==> src/rtl/eint_pkg.sv <==
`timescale 1ns/1ps
package eint_pkg;
  localparam int unsigned WORD_W = 32;

  typedef enum logic [2:0] {
    RS_IMASK  = 3'd0,
    RS_EMASK  = 3'd1,
    RS_RISE   = 3'd2,
    RS_FALL   = 3'd3,
    RS_SWTRIG = 3'd4,
    RS_PEND   = 3'd5
  } reg_sel_e;

  typedef struct packed {
    logic     wr;
    logic     rd;
    logic     hit;
    reg_sel_e sel;
  } bus_cmd_t;
endpackage

==> src/rtl/eint_busdec.sv <==
`timescale 1ns/1ps
module eint_busdec #(
  parameter int ADDR_W    = 10,
  parameter int NUM_BANKS = 2,
  parameter int BSEL_W    = 1
) (
  input  logic                 req,
  input  logic                 we,
  input  logic [ADDR_W-1:0]    addr,
  output eint_pkg::bus_cmd_t   cmd,
  output logic [BSEL_W-1:0]    bank
);
  localparam int BANK_LSB = 5;
  localparam int TOP_LSB  = BANK_LSB + BSEL_W;

  logic aligned, upper_zero, sel_ok, bank_ok;

  generate
    if (TOP_LSB < ADDR_W) begin : g_upper
      assign upper_zero = (addr[ADDR_W-1:TOP_LSB] == '0);
    end else begin : g_noupper
      assign upper_zero = 1'b1;
    end
  endgenerate

  always_comb begin
    bank    = addr[BANK_LSB +: BSEL_W];
    aligned = (addr[1:0] == 2'b00);
    sel_ok  = (addr[4:2] <= 3'd5);
    bank_ok = ({{(32-BSEL_W){1'b0}}, bank} < 32'(NUM_BANKS));
    cmd.hit = aligned & upper_zero & sel_ok & bank_ok;
    cmd.wr  = req & we & cmd.hit;
    cmd.rd  = req & ~we;
    cmd.sel = eint_pkg::reg_sel_e'(addr[4:2]);
  end
endmodule

==> src/rtl/eint_detect.sv <==
`timescale 1ns/1ps
module eint_detect #(
  parameter int                   NUM_LINES   = 40,
  parameter logic [NUM_LINES-1:0] DIRECT_MASK = 40'h87_FF82_0000
) (
  input  logic [NUM_LINES-1:0] line_in,
  input  logic [NUM_LINES-1:0] lvl_q,
  input  logic [NUM_LINES-1:0] imask,
  input  logic [NUM_LINES-1:0] rise_sel,
  input  logic [NUM_LINES-1:0] fall_sel,
  output logic [NUM_LINES-1:0] hw_set,
  output logic [NUM_LINES-1:0] dir_load
);
  localparam logic [NUM_LINES-1:0] CFG_MASK = ~DIRECT_MASK;

  logic [NUM_LINES-1:0] chg, edge_hit;

  always_comb begin
    chg      = line_in ^ lvl_q;
    edge_hit = (line_in & rise_sel) | (~line_in & fall_sel);
    hw_set   = chg & imask & CFG_MASK & edge_hit;
    dir_load = chg & imask & DIRECT_MASK;
  end
endmodule

==> src/rtl/eint_regs.sv <==
`timescale 1ns/1ps
module eint_regs #(
  parameter int                   NUM_LINES   = 40,
  parameter int                   BSEL_W      = 1,
  parameter logic [NUM_LINES-1:0] DIRECT_MASK = 40'h87_FF82_0000
) (
  input  logic                  clk,
  input  logic                  rst_n,
  input  eint_pkg::bus_cmd_t    cmd,
  input  logic [BSEL_W-1:0]     bank,
  input  logic [31:0]           wdata,
  input  logic [NUM_LINES-1:0]  line_in,
  input  logic [NUM_LINES-1:0]  hw_set,
  input  logic [NUM_LINES-1:0]  dir_load,
  output logic [NUM_LINES-1:0]  imask_q,
  output logic [NUM_LINES-1:0]  rise_q,
  output logic [NUM_LINES-1:0]  fall_q,
  output logic [NUM_LINES-1:0]  lvl_q,
  output logic [NUM_LINES-1:0]  irq_out,
  output logic [31:0]           rdata_q
);
  import eint_pkg::*;
  localparam logic [NUM_LINES-1:0] CFG_MASK = ~DIRECT_MASK;

  logic [NUM_LINES-1:0] emask_q, swt_q, pend_q, pulse_q, dir_q;
  logic [NUM_LINES-1:0] imask_d, emask_d, rise_d, fall_d, swt_d, pend_d, pulse_d, dir_d;
  logic [NUM_LINES-1:0] in_bank, wd_spread, wr_cfg, sw_fire, clr, sel_vec;
  logic [31:0]          rd_word, rdata_d;
  logic                 rd_en;

  // Spread the bus word over the addressed bank
  always_comb begin
    for (int i = 0; i < NUM_LINES; i++) begin
      in_bank[i]   = (bank == BSEL_W'(i / 32));
      wd_spread[i] = wdata[i % 32];
    end
    wr_cfg = wd_spread & in_bank & CFG_MASK;
  end

  // Next state
  always_comb begin
    imask_d = imask_q;
    emask_d = emask_q;
    rise_d  = rise_q;
    fall_d  = fall_q;
    swt_d   = swt_q;
    sw_fire = '0;
    clr     = '0;
    if (cmd.wr) begin
      case (cmd.sel)
        RS_IMASK:  imask_d = (imask_q & ~in_bank) | (wd_spread & in_bank);
        RS_EMASK:  emask_d = (emask_q & ~in_bank) | (wd_spread & in_bank);
        RS_RISE:   rise_d  = (rise_q & ~in_bank) | wr_cfg;
        RS_FALL:   fall_d  = (fall_q & ~in_bank) | wr_cfg;
        RS_SWTRIG: begin
          sw_fire = wr_cfg & ~swt_q & imask_q & ~pend_q;
          swt_d   = (swt_q & ~in_bank) | wr_cfg;
        end
        RS_PEND: begin
          clr   = pend_q & wr_cfg;
          swt_d = swt_q & ~clr;
        end
        default: ;
      endcase
    end
    // a line event in the same cycle as a clear keeps the bit set
    pend_d  = (pend_q & ~clr) | hw_set | sw_fire;
    pulse_d = hw_set | sw_fire;
    dir_d   = (dir_q & ~dir_load) | (line_in & dir_load);
  end

  // Read path
  always_comb begin
    case (cmd.sel)
      RS_IMASK:  sel_vec = imask_q;
      RS_EMASK:  sel_vec = emask_q;
      RS_RISE:   sel_vec = rise_q;
      RS_FALL:   sel_vec = fall_q;
      RS_SWTRIG: sel_vec = swt_q;
      RS_PEND:   sel_vec = pend_q;
      default:   sel_vec = '0;
    endcase
    rd_word = '0;
    for (int i = 0; i < NUM_LINES; i++) begin
      if (in_bank[i]) rd_word[i % 32] = sel_vec[i];
    end
    rdata_d = cmd.hit ? rd_word : '0;
    rd_en   = cmd.rd;
  end

  always_ff @(posedge clk or negedge rst_n) begin
    if (!rst_n) begin
      imask_q <= DIRECT_MASK;
      emask_q <= '0;
      rise_q  <= '0;
      fall_q  <= '0;
      swt_q   <= '0;
      pend_q  <= '0;
      pulse_q <= '0;
      dir_q   <= '0;
      lvl_q   <= '0;
      rdata_q <= '0;
    end else begin
      imask_q <= imask_d;
      emask_q <= emask_d;
      rise_q  <= rise_d;
      fall_q  <= fall_d;
      swt_q   <= swt_d;
      pend_q  <= pend_d;
      pulse_q <= pulse_d;
      dir_q   <= dir_d;
      lvl_q   <= line_in;
      if (rd_en) rdata_q <= rdata_d;
    end
  end

  assign irq_out = pulse_q | dir_q;

  assert_pend_needs_pulse_R4: assert property (@(posedge clk) disable iff (!rst_n)
    ((pend_q & ~$past(pend_q) & ~pulse_q) == '0));

  assert_masked_no_pulse_R5: assert property (@(posedge clk) disable iff (!rst_n)
    ((pulse_q & ~$past(imask_q)) == '0));

  assert_direct_follows_level_R6: assert property (@(posedge clk) disable iff (!rst_n)
    (((dir_q ^ $past(dir_q)) & ~(lvl_q ^ $past(lvl_q))) == '0));

  assert_unmapped_read_zero_R10: assert property (@(posedge clk) disable iff (!rst_n)
    (cmd.rd && !cmd.hit) |=> (rdata_q == '0));

  assert_pulse_has_pend_R12: assert property (@(posedge clk) disable iff (!rst_n)
    ((pulse_q & ~pend_q) == '0));
endmodule

==> src/rtl/eint_ctrl.sv <==
`timescale 1ns/1ps
module eint_ctrl #(
  parameter int                   NUM_LINES   = 40,
  parameter int                   ADDR_W      = 10,
  parameter logic [NUM_LINES-1:0] DIRECT_MASK = 40'h87_FF82_0000
) (
  input  logic                 clk,
  input  logic                 rst_n,
  input  logic                 bus_req,
  input  logic                 bus_we,
  input  logic [ADDR_W-1:0]    bus_addr,
  input  logic [31:0]          bus_wdata,
  output logic [31:0]          bus_rdata,
  input  logic [NUM_LINES-1:0] line_in,
  output logic [NUM_LINES-1:0] irq_out
);
  localparam int NUM_BANKS = (NUM_LINES + 31) / 32;
  localparam int BSEL_W    = (NUM_BANKS > 1) ? $clog2(NUM_BANKS) : 1;

  logic [1:0]           rst_pipe;
  logic                 rst_int_n;
  eint_pkg::bus_cmd_t   cmd;
  logic [BSEL_W-1:0]    bank;
  logic [NUM_LINES-1:0] imask_q, rise_q, fall_q, lvl_q, hw_set, dir_load;

  // asynchronous assert, synchronous release
  always_ff @(posedge clk or negedge rst_n) begin
    if (!rst_n) rst_pipe <= '0;
    else        rst_pipe <= {rst_pipe[0], 1'b1};
  end
  assign rst_int_n = rst_pipe[1];

  eint_busdec #(.ADDR_W(ADDR_W), .NUM_BANKS(NUM_BANKS), .BSEL_W(BSEL_W)) u_busdec (
    .req(bus_req), .we(bus_we), .addr(bus_addr), .cmd(cmd), .bank(bank)
  );

  eint_detect #(.NUM_LINES(NUM_LINES), .DIRECT_MASK(DIRECT_MASK)) u_detect (
    .line_in(line_in), .lvl_q(lvl_q), .imask(imask_q), .rise_sel(rise_q),
    .fall_sel(fall_q), .hw_set(hw_set), .dir_load(dir_load)
  );

  eint_regs #(.NUM_LINES(NUM_LINES), .BSEL_W(BSEL_W), .DIRECT_MASK(DIRECT_MASK)) u_regs (
    .clk(clk), .rst_n(rst_int_n), .cmd(cmd), .bank(bank), .wdata(bus_wdata),
    .line_in(line_in), .hw_set(hw_set), .dir_load(dir_load),
    .imask_q(imask_q), .rise_q(rise_q), .fall_q(fall_q), .lvl_q(lvl_q),
    .irq_out(irq_out), .rdata_q(bus_rdata)
  );
endmodule

==> config.mk <==
export PLATFORM = sky130hd
export DESIGN_NAME = eint_ctrl
export DESIGN_NICKNAME = d
export VERILOG_FILES = /design/src/rtl/eint_pkg.sv /design/src/rtl/eint_busdec.sv /design/src/rtl/eint_detect.sv /design/src/rtl/eint_regs.sv /design/src/rtl/eint_ctrl.sv
export SDC_FILE = /design/constraint.sdc
export NUM_CORES = 1
export LEC_CHECK = 0
export ABC_AREA = 0
export BUFFER_PORTS_ARGS = -buffer_cell sky130_fd_sc_hd__buf_2
export CAP_MARGIN = 20
export CORE_ASPECT_RATIO = 1.75
export CORE_MARGIN = 4
export CORE_UTILIZATION = 36
export DETAILED_ROUTE_END_ITERATION = 8
export PLACE_DENSITY = 0.65
export SLEW_MARGIN = 20
export SYNTH_ARGS = -nofsm -noshare
export SYNTH_HDL_FRONTEND = slang
export SYNTH_HIERARCHICAL = 1
export SYNTH_SLANG_ARGS = --single-unit
==> constraint.sdc <==
create_clock -name clk -period 15.4 [get_ports clk]
set_input_delay 0.77 -clock clk [delete_from_list [all_inputs] [get_ports clk]]
set_output_delay 0.77 -clock clk [all_outputs]
set_load 0.03 [all_outputs]
==> implementation parameters <==
Parameter                              Value

Timing
  Final hold violation count ... 0
  Final number of setup-violating endpoints ... 0
  Share of the cycle needed by the critical path after routing ... 22.9%
  Min Tclk post-route ... 3.53 ns
  Pin slew with the least headroom to its limit ... 1.12 ns
  Post-Route Hold Slack ... 0.318 ns
  Total negative slack for setup checks ... 0 ns
  Number of slew-limit violations in the final report ... 0
  Setup repair after global routing missed its margin ... no
  Achievable clock frequency ... 283 MHz
  Least setup slack across all paths after layout ... 11.87 ns
  Relative slew slack ... 25.2%
  Worst clock skew ... 0.0149 ns

Worst setup path
  Worst Setup End Kind ... flop
  Worst EP required ... 15.80 ns
  Worst setup SP type ... input pin
  Arrival time of the worst setup path ... 3.93 ns
  Kind of critical path ... input pin to flop
  Critical path fanouts, max ... 35
  Setup slack, reg-to-reg ... 13.03 ns

Clock network
  Buffer type at the clock tree root ... sky130_fd_sc_hd__clkbuf_16
  Clk pin slew, worst setup/hold paths ... 0.06 ns
  Post-CTS setup-driven buffer insertion count ... 0
  Insertion delay of the later-clocked pin in the worst-skew pair ... 0.54 ns
  Clk buf depth ... 3
  Number of buffers created by CTS ... 41
  CTS tree ... built
  Number of levels in the clock H-tree ... 2
  Total clock sinks ... 394

Yosys
  Fraction of synthesized area in multiplexers ... 13.4%
  Post-Synth Adder-Cell Area ... 0%
  Post-synthesis compound-gate area fraction ... 10.3%
  Count of yosys warnings during synthesis ... 6
  Unique masters post-synth ... 54
  Xor and xnor area share after synthesis ... 0.709%
  Syn avg cell area ... 12.2 µm²
  Prevailing post-synth register cell ... sky130_fd_sc_hd__dfrtp_1
  Fraction of the yosys area taken by sequential cells ... 57.1%
  Cell area after synthesis ... 0.0173 mm²
  Number of synthesized flops with an enable pin ... 0
  Synth Instances ... 1414
  Synth Area in Simple Gates ... 13.4%
  Combinational family with the most area after synthesis ... multiplexers
  Register bit count reported by yosys ... 394
  Fraction of registers with async set or reset after synthesis ... 100%

Layout
  End-of-flow core utilization ... 41.2%
  Final-stage net count ... 1634
  Count of filler cells inserted in the layout ... 4518
  Area of the multi-input gates ... 0.00675 mm²
  Area growth from synthesis to layout ... 13.5%
  Layout cells sized above 1 ... 31.4%
  Sequential cell area in the final layout ... 0.00988 mm²

Placement
  Last weighted congestion value of the routability-driven placer ... 0.800
  Detailed placement HPWL ... 30000 µm
  Post-placement setup slack ... 11.33 ns
  Count of port buffers added during placement ... 157

Pwr
  Power, Total ... 2.12 mW
  Pwr/cell area ... 108 mW/mm²
  Leakage ... 9.59 nW
  Worst IR Drop VDD ... 77.4 µV

Global routing
  Vias in the first global route ... 12200
  Maximum number of pins on one net before global-route repair ... 85
  Antenna violations before repair ... 5
  Total routing resource utilization after global routing ... 17.7%
  Sum of overflow across all layers after global routing ... 0
  First-pass GRT wire length ... 72100 µm

Detailed routing
  Via Count ... 11700
  Detailed Route WL ... 46500 µm
  Pre-antenna DRT Iters ... 5
  Post-DRT Antenna Nets ... 0
  Mean routed wirelength per cell ... 21.4 µm
  Avg Vias per Cell ... 5.40
  Detailed-route DRC error count ... 0
  DRC violation total after the first TritonRoute iteration ... 777

Run
  Count of max-cap constraint violations ... 0

Floorplanning
  Die extent in y ... 298 µm
  Floorplan die area ... 0.0517 mm²
  Initial Util ... 36.3%
  Area of the core region ... 0.0476 mm²
  Std cell rows ... 106
  Width of the die ... 174 µm
  I/O pin count ... 158

Min path
  Worst Hold Class ... flop to async pin

Status
  Status ... finished clean
## per-layer routing
layer | vias up | GRT usage [%] | routed length (µm)
li1 | 5234 | - | -
met1 | 6036 | 20.9 | 18000
met2 | 358 | 32.4 | 24700
met3 | 103 | 2.70 | 2160
met4 | 0 | 6.87 | 1640
met5 | - | 0 | 0
## power breakdown
group	total [mW]	switching, mW	internal, mW	leakage, nW
Combinational	0.140	0.0937	0.0459	3.81
Clock	0.914	0.396	0.519	0.592
Sequential	1.07	0.0110	1.05	5.19
Total	2.12	0.501	1.62	9.59
## Yosys cell counts, drive strengths merged, types with 15 or more instances
| library cell | instances | share of area, % |
|---|---|---|
| inv | 31 | 0.67 |
| o21ai | 43 | 1.2 |
| a21oi | 69 | 2.0 |
| and2 | 27 | 0.98 |
| nor2 | 43 | 0.96 |
| mux2 | 173 | 11 |
| a21o | 23 | 1.0 |
| nand3 | 15 | 0.43 |
| mux2i | 28 | 1.6 |
| nand2 | 61 | 1.4 |
| clkbuf | 17 | 0.37 |
| nand4b | 52 | 2.6 |
| buf | 103 | 4.0 |
| nand2b | 41 | 1.5 |
| nor2b | 43 | 1.6 |
| or2 | 54 | 2.0 |
| a22oi | 61 | 2.6 |
| o22ai | 26 | 0.94 |
| nor4b | 18 | 0.91 |
| dfrtp | 380 | 55 |
## logic make-up after synthesis
kind of cell           Yosys count
XOR/XNOR                        14
AND/OR/NAND/NOR                379
AO/OA/AOI/OAI                  268
other                            2
buffers and inverters          152
flip-flops                     394
multiplexers                   205
## area by class of cell
type / instances / area share (%)
antenna: 3 / 0.0382
clock buffer: 61 / 5.91
clock inverter: 8 / 0.217
sequential: 394 / 50.3
inverter: 32 / 0.612
tap: 594 / 3.79
multi-input combinational: 907 / 34.4
timing repair buffer: 172 / 4.73
## path summary, 6_finish.rpt
| path | startpoint | to | cells after the start |
|---|---|---|---|
| min | rst_pipe[1]$_DFF_PN0_ | u_regs/pulse_q[24]$_DFF_PN0_ | 0 |
| max reg2reg | rst_pipe[1]$_DFF_PN0_ | async pin | 2 |
| min in group clk | rst_pipe[0]$_DFF_PN0_ | rst_pipe[1]$_DFF_PN0_ | 0 |
| min reg2reg | rst_pipe[1]$_DFF_PN0_ | u_regs/pulse_q[24]$_DFF_PN0_ | 0 |
| max | bus_addr[3] | flop | 6 |
| max in group asynchronous | rst_pipe[1]$_DFF_PN0_ | async pin | 2 |
## critical path, stage by stage
cell                      delay [ns]
sky130_fd_sc_hd__buf_2          0.38
sky130_fd_sc_hd__a211o_1        0.40
sky130_fd_sc_hd__nor3_2         0.70
sky130_fd_sc_hd__nor2b_1        0.41
sky130_fd_sc_hd__nand2_2        0.71
sky130_fd_sc_hd__mux2_2         0.54
## through the flow
step,instances,cell area [µm²]
finish,2171,19600
global route,2170,19600
CTS,2167,19600
detailed placement,2097,18400
global placement,2097,18400
floorplan,1453,17400
## placed cells by master, fill, tap and decap left out, types with 42 or more instances in the layout
| cell | instances |
|---|---|
| sky130_fd_sc_hd__mux2_2 | 170 |
| sky130_fd_sc_hd__dfrtp_1 | 379 |
| sky130_fd_sc_hd__o21ai_0 | 42 |
| sky130_fd_sc_hd__nor2b_1 | 42 |
| sky130_fd_sc_hd__a21oi_1 | 68 |
| sky130_fd_sc_hd__nand2_1 | 58 |
| sky130_fd_sc_hd__a22oi_1 | 61 |
| sky130_fd_sc_hd__buf_2 | 157 |
| sky130_fd_sc_hd__or2_2 | 54 |
| sky130_fd_sc_hd__nand4b_1 | 52 |
## what timing repair did
item,4_1_cts,5_1_grt
endpoints found under the hold margin,2,0
hold buffers,1,0
resized for setup,0,0
(Power assumes the default switching activity.)
